### src/rtl/sram_ctrl_pkg.sv
package sram_ctrl_pkg;

  typedef enum logic [2:0] {
    PH_IDLE   = 3'd0,
    PH_SETUP  = 3'd1,
    PH_STROBE = 3'd2,
    PH_GUARD  = 3'd3,
    PH_TURN   = 3'd4
  } phase_e;

  // Number of clock cycles spent in a phase for a given cycle kind.
  function automatic int unsigned phase_len(input phase_e ph, input logic wr,
                                            input int unsigned setup_c,
                                            input int unsigned pulse_c,
                                            input int unsigned access_c,
                                            input int unsigned turn_c);
    case (ph)
      PH_SETUP:  return setup_c;
      PH_STROBE: return wr ? pulse_c : access_c;
      PH_TURN:   return turn_c;
      default:   return 1;
    endcase
  endfunction

  function automatic int unsigned max4(input int unsigned a, input int unsigned b,
                                       input int unsigned c, input int unsigned d);
    int unsigned m;
    m = a;
    if (b > m) m = b;
    if (c > m) m = c;
    if (d > m) m = d;
    return m;
  endfunction

  function automatic int unsigned ctr_bits(input int unsigned maxv);
    return (maxv < 2) ? 1 : $clog2(maxv);
  endfunction

endpackage

### src/rtl/sram_phase_timer.sv
module sram_phase_timer #(
  parameter int unsigned CW = 2
) (
  input  logic          clk,
  input  logic          rst_n,
  input  logic          load,
  input  logic [CW-1:0] load_val,
  output logic          done
);

  logic [CW-1:0] cnt_q;

  always_ff @(posedge clk or negedge rst_n) begin
    if (!rst_n)              cnt_q <= '0;
    else if (load)           cnt_q <= load_val;
    else if (cnt_q != '0)    cnt_q <= cnt_q - 1'b1;
  end

  assign done = (cnt_q == '0);

endmodule

### src/rtl/sram_seq_fsm.sv
module sram_seq_fsm
  import sram_ctrl_pkg::*;
#(
  parameter int unsigned SETUP_CYC  = 1,
  parameter int unsigned PULSE_CYC  = 3,
  parameter int unsigned ACCESS_CYC = 3,
  parameter int unsigned TURN_CYC   = 1,
  parameter int unsigned CW         = 2
) (
  input  logic          clk,
  input  logic          rst_n,
  input  logic          req_valid,
  input  logic          req_write,
  input  logic          phase_done,
  output phase_e        phase,
  output logic          is_wr,
  output logic          accept,
  output logic          load,
  output logic [CW-1:0] load_val,
  output logic          capture_evt
);

  phase_e nxt;
  logic   wr_nxt;

  always_comb begin
    nxt    = phase;
    wr_nxt = is_wr;
    case (phase)
      PH_IDLE:   if (req_valid) begin nxt = PH_SETUP; wr_nxt = req_write; end
      PH_SETUP:  if (phase_done) nxt = PH_STROBE;
      PH_STROBE: if (phase_done) nxt = is_wr ? PH_GUARD : PH_TURN;
      PH_GUARD:  nxt = PH_TURN;
      PH_TURN:   if (phase_done) nxt = PH_IDLE;
      default:   nxt = PH_IDLE;
    endcase
  end

  assign accept      = (phase == PH_IDLE) && req_valid;
  assign load        = (nxt != phase);
  assign load_val    = CW'(phase_len(nxt, wr_nxt, SETUP_CYC, PULSE_CYC,
                                     ACCESS_CYC, TURN_CYC) - 1);
  assign capture_evt = (phase == PH_STROBE) && !is_wr && phase_done;

  always_ff @(posedge clk or negedge rst_n) begin
    if (!rst_n) begin
      phase <= PH_IDLE;
      is_wr <= 1'b0;
    end else begin
      phase <= nxt;
      is_wr <= wr_nxt;
    end
  end

endmodule

### src/rtl/sram_data_path.sv
module sram_data_path #(
  parameter int unsigned AW = 13,
  parameter int unsigned DW = 8
) (
  input  logic          clk,
  input  logic          rst_n,
  input  logic          accept,
  input  logic [AW-1:0] req_addr,
  input  logic [DW-1:0] req_wdata,
  input  logic          capture_evt,
  input  logic [DW-1:0] dq_in,
  output logic [AW-1:0] addr_q,
  output logic [DW-1:0] wdata_q,
  output logic          rsp_valid,
  output logic [DW-1:0] rsp_rdata
);

  always_ff @(posedge clk or negedge rst_n) begin
    if (!rst_n) begin
      addr_q    <= '0;
      wdata_q   <= '0;
      rsp_valid <= 1'b0;
      rsp_rdata <= '0;
    end else begin
      if (accept) begin
        addr_q  <= req_addr;
        wdata_q <= req_wdata;
      end
      rsp_valid <= capture_evt;
      if (capture_evt) rsp_rdata <= dq_in;
    end
  end

endmodule

### src/rtl/sram_cycle_ctrl.sv
module sram_cycle_ctrl
  import sram_ctrl_pkg::*;
#(
  parameter int unsigned ADDR_W     = 13,
  parameter int unsigned DATA_W     = 8,
  parameter int unsigned SETUP_CYC  = 1,
  parameter int unsigned PULSE_CYC  = 3,
  parameter int unsigned ACCESS_CYC = 3,
  parameter int unsigned TURN_CYC   = 1
) (
  input  logic              clk,
  input  logic              rst_n,
  input  logic              req_valid,
  output logic              req_ready,
  input  logic              req_write,
  input  logic [ADDR_W-1:0] req_addr,
  input  logic [DATA_W-1:0] req_wdata,
  output logic              rsp_valid,
  output logic [DATA_W-1:0] rsp_rdata,
  output logic [ADDR_W-1:0] mem_addr,
  output logic              mem_ce_n,
  output logic              mem_ce,
  output logic              mem_oe_n,
  output logic              mem_we_n,
  output logic              mem_dq_oe,
  output logic [DATA_W-1:0] mem_dq_out,
  input  logic [DATA_W-1:0] mem_dq_in
);

  localparam int unsigned MAX_LEN = max4(SETUP_CYC, PULSE_CYC, ACCESS_CYC, TURN_CYC);
  localparam int unsigned CW      = ctr_bits(MAX_LEN);

  phase_e          phase;
  logic            is_wr;
  logic            accept;
  logic            load;
  logic [CW-1:0]   load_val;
  logic            phase_done;
  logic            capture_evt;
  logic            selected;
  logic            strobe_on;

  sram_seq_fsm #(
    .SETUP_CYC (SETUP_CYC),
    .PULSE_CYC (PULSE_CYC),
    .ACCESS_CYC(ACCESS_CYC),
    .TURN_CYC  (TURN_CYC),
    .CW        (CW)
  ) fsm_i (
    .clk        (clk),
    .rst_n      (rst_n),
    .req_valid  (req_valid),
    .req_write  (req_write),
    .phase_done (phase_done),
    .phase      (phase),
    .is_wr      (is_wr),
    .accept     (accept),
    .load       (load),
    .load_val   (load_val),
    .capture_evt(capture_evt)
  );

  sram_phase_timer #(.CW(CW)) timer_i (
    .clk     (clk),
    .rst_n   (rst_n),
    .load    (load),
    .load_val(load_val),
    .done    (phase_done)
  );

  sram_data_path #(.AW(ADDR_W), .DW(DATA_W)) data_i (
    .clk        (clk),
    .rst_n      (rst_n),
    .accept     (accept),
    .req_addr   (req_addr),
    .req_wdata  (req_wdata),
    .capture_evt(capture_evt),
    .dq_in      (mem_dq_in),
    .addr_q     (mem_addr),
    .wdata_q    (mem_dq_out),
    .rsp_valid  (rsp_valid),
    .rsp_rdata  (rsp_rdata)
  );

  // Pin decode from registered phase state.
  assign selected  = (phase == PH_SETUP) || (phase == PH_STROBE) || (phase == PH_GUARD);
  assign strobe_on = (phase == PH_STROBE);
  assign req_ready = (phase == PH_IDLE);
  assign mem_ce_n  = !selected;
  assign mem_ce    = selected;
  assign mem_we_n  = !(strobe_on && is_wr);
  assign mem_oe_n  = !(strobe_on && !is_wr);
  assign mem_dq_oe = is_wr && (strobe_on || (phase == PH_GUARD));

endmodule

### config.mk
export PLATFORM = sky130hd
export DESIGN_NAME = sram_cycle_ctrl
export DESIGN_NICKNAME = d
export VERILOG_FILES = /design/src/rtl/sram_ctrl_pkg.sv /design/src/rtl/sram_phase_timer.sv /design/src/rtl/sram_seq_fsm.sv /design/src/rtl/sram_data_path.sv /design/src/rtl/sram_cycle_ctrl.sv
export SDC_FILE = /design/constraint.sdc
export NUM_CORES = 1
export LEC_CHECK = 0
export CAP_MARGIN = 20
export CORE_MARGIN = 2
export CORE_UTILIZATION = 30
export DETAILED_ROUTE_END_ITERATION = 16
export SLEW_MARGIN = 20
export SYNTH_ARGS = -nofsm -noshare
export SYNTH_HDL_FRONTEND = slang
export SYNTH_SLANG_ARGS = --single-unit
export TNS_END_PERCENT = 100
### constraint.sdc
create_clock -name clk -period 1.65 [get_ports clk]
set_input_delay 0.495 -clock clk [delete_from_list [all_inputs] [get_ports clk]]
set_output_delay 0.495 -clock clk [all_outputs]
set_load 0.03 [all_outputs]
==> flow_metrics.env <==
export IMPL_outcome="finished with violations"
export IMPL_violations="setup timing"
export IMPL_tns_ps=-19.4
export IMPL_cts_buffers=5
export IMPL_required_ps=1150
export IMPL_critPathMaxStageDelay_ps=460
export IMPL_crit_chain="buf_6, nor3_4, buf_6"
export IMPL_cp_end_kind="output port"
export IMPL_placementRows=26
export IMPL_critPathLaunchType="register"
export IMPL_synth_cell_type_count=29
export IMPL_drcViolationCount=0
export IMPL_setup_viol=2
export IMPL_leakagePower_nw=1.20
export IMPL_worst_path_dominant_cell_family="flip-flops"
export IMPL_top_layer_used="met3"
export IMPL_worstMarginPinSlew_ps=429
export IMPL_gp_congestion=0.727
export IMPL_io_pin_count=69
export IMPL_ys_flop_type="dfrtp_1"
export IMPL_hp_class="in -> async"
export IMPL_max_freq_mhz=601
export IMPL_cts_max_level=2
export IMPL_grt_overflow=0
export IMPL_die_y_um=77.2
export IMPL_wl_met3_um=238
export IMPL_grt_pass1_vias=1296
export IMPL_initial_core_util=0.313
export IMPL_powerDensity_nw_per_um2=2210
export IMPL_crit_top_cell="buf_6"
export IMPL_drv_slew=0
export IMPL_finalClockSkew_ps=10.9
export IMPL_netlist_area_leader_share=0.561
export IMPL_grt_max_degree=20
export IMPL_area_delta_synth_final_pct=61.1
export IMPL_numClockSinks=36
export IMPL_yosysMostFrequentCell="dfrtp_1"
export IMPL_synth_seq_cells=36
export IMPL_report_final_hold_viol_count=0
export IMPL_async_reset_ff_frac=1.00
export IMPL_routedWlPerCell_um=14.2
export IMPL_diodes=0
export IMPL_syn_area_sq_um=1610
export IMPL_avgViaCountPerCell=4.40
export IMPL_synth_area_leaders="dfrtp_1 (56%), mux2_4 (18%), mux2_2 (6.3%)"
export IMPL_vias=1157
export IMPL_finalPower_mw=5.73
export IMPL_yosys_area_top_type="dfrtp_1"
export IMPL_clk_latency_ps=280
export IMPL_drtIter0Drc=8
export IMPL_period_minus_slack_ps=1660
export IMPL_worst_setup_path_type="reg -> out"
export IMPL_yosysWarnings=0
export IMPL_die_area_sq_um=5960
export IMPL_synth_enable_flop_cells=0
export IMPL_grt_use_total=0.134
export IMPL_syn_area_per_cell_sq_um=15.0
export IMPL_slowest_stage="dfrtp_2"
export IMPL_core_area_sq_um=5140
export IMPL_dr_wl_met2_um=2050
export IMPL_r2r_setup_slack_ps=80
export IMPL_syn_inst=107
export IMPL_max_cap_viol_count=0
export IMPL_nets=225
export IMPL_path_max_fanout=4
export IMPL_dr_pass1_iters=3
export IMPL_irDropWorstVdd_mv=1.06
export IMPL_fillers=492
export IMPL_yosysSeqAreaShare=0.561
export IMPL_die_x_um=77.2
export IMPL_numPortBuffers=68
export IMPL_grt_pass1_wl_um=6400
export IMPL_ant_nets=0
export IMPL_period_share=1.01
export IMPL_cp_arrival_ps=1170
export IMPL_antenna_found_initial=0
export IMPL_clk_pin_slew_ps=80
export IMPL_slew_headroom=0.714
export IMPL_totalWireLength_um=3740
export IMPL_final_cell_count_no_fill=263
export IMPL_setup_slack_ps=-12.6
export IMPL_synth_nets=140
export IMPL_hpwl_um=2780
export IMPL_root_buffer="clkbuf_8"
export IMPL_m1WireLength_um=1460
export IMPL_synthTopCellsByCount="dfrtp_1 (36), mux2_4 (19), mux2_2 (9)"
export IMPL_rsz0062_at_grt="yes"
export IMPL_drive_above_1_share=0.378
export IMPL_cts_tree="built"
export IMPL_critical_path_buf_inv_count=2
export IMPL_dp_cells=248
export IMPL_cts_buffer_depth=2
registers in the layout, summed over array words and instances, names as in the netlist:
name              cells
timer_i.cnt_q         2
data_i.addr_q        13
fsm_i.phase           3
data_i.rsp_valid      1
data_i.rsp_rdata      8
fsm_i.is_wr           1
data_i.wdata_q        8
per-stage QoR:
| stage | instance area [sq um] | hold slack (ps) | util | setup WS (ps) |
|---|---|---|---|---|
| 4_1_cts | 2560 | 158 | 0.498 | -17.1 |
| 3_5_place_dp | 2390 | 470 | 0.465 | -143 |
| 6_report | 2590 | 137 | 0.503 | -12.6 |
| 5_1_grt | 2590 | 160 | 0.503 | -56.8 |
| 2_1_floorplan | 1620 | 199 | - | -21.3 |
| 3_3_place_gp | 2390 | 458 | 0.465 | -117 |
where the power goes:
part	switching [mW]	leakage (nW)	internal, mW
clock	0.303	0.0645	0.533
combinational	1.68	0.706	1.54
sequential	0.337	0.425	1.33
metal layers:
metal	vias to the layer above	GRT usage
met5	-	0
met1	579	0.156
met4	0	0.0304
li1	539	-
met2	39	0.240
met3	0	0.0400
worst register-to-register path: stages (launching register included):
cell and delay (ps):
dfrtp_2 460, buf_6 140, nor3_4 130, and2_4 230
buf_12 170, mux2_4 320
repair_timing:
| action | CTS | global route |
|---|---|---|
| buffers inserted | 7 | 0 |
| gates cloned | 0 | 0 |
| gates resized for setup | 40 | 9 |
| pin swaps | 2 | 2 |
| endpoints found under the setup margin | 36 | 6 |
| hold buffers | 0 | 0 |
path summary, 6_finish.rpt:
check	start	endpoint	cells past startpoint
min in group clk	data_i.rsp_rdata[1]	data_i.rsp_rdata[1]	1
max	fsm_i.phase[2]	req_ready	3
min reg2reg	data_i.rsp_rdata[1]	data_i.rsp_rdata[1]	1
max reg2reg	fsm_i.phase[2]	data_i.addr_q[3]	5
min	rst_n	data_i.rsp_rdata[5]	1
max in group asynchronous	rst_n	data_i.addr_q[12]	2
cell families (layout without fill, tap and decap cells):
| logic type | Yosys count | in the layout | synth area share |
|---|---|---|---|
| AND/OR/NAND/NOR | 25 | 25 | 0.101 |
| multiplexers | 30 | 30 | 0.255 |
| buffers and inverters | 9 | 95 | 0.0514 |
| AO/OA/AOI/OAI | 6 | 6 | 0.0265 |
| XOR/XNOR | 1 | 1 | 0.00545 |
| flip-flops | 36 | 36 | 0.561 |
final cells by class:
type / count / area (sq um) / area share
Multi-Input combinational cell: 62 / 654 / 0.253
Tap cell: 70 / 87.6 / 0.0338
Clock inverter: 1 / 30.0 / 0.0116
Clock buffer: 7 / 96.3 / 0.0372
Timing Repair Buffer: 84 / 802 / 0.310
Sequential cell: 36 / 906 / 0.350
Inverter: 3 / 11.3 / 0.00435
cells in the final DEF, fill, tap and decap left out, drive strengths merged:
cell type and instances:
nand2 4, o2bb2ai 1, buf 23, o2111ai 1, clkdlybuf4s50 31, a32o 1, inv 3, o21ai 2
bufinv 1, or4b 1, nor2 9, nand3 2, nor3 2, dfrtp 36, nand3b 2, and2 1
a21oi 1, clkbuf 7, nand4b 2, nand4 1, dlygate4sd2 30, nor2b 1, xor2 1, mux2 30
Power figures use the tool's default switching activity.
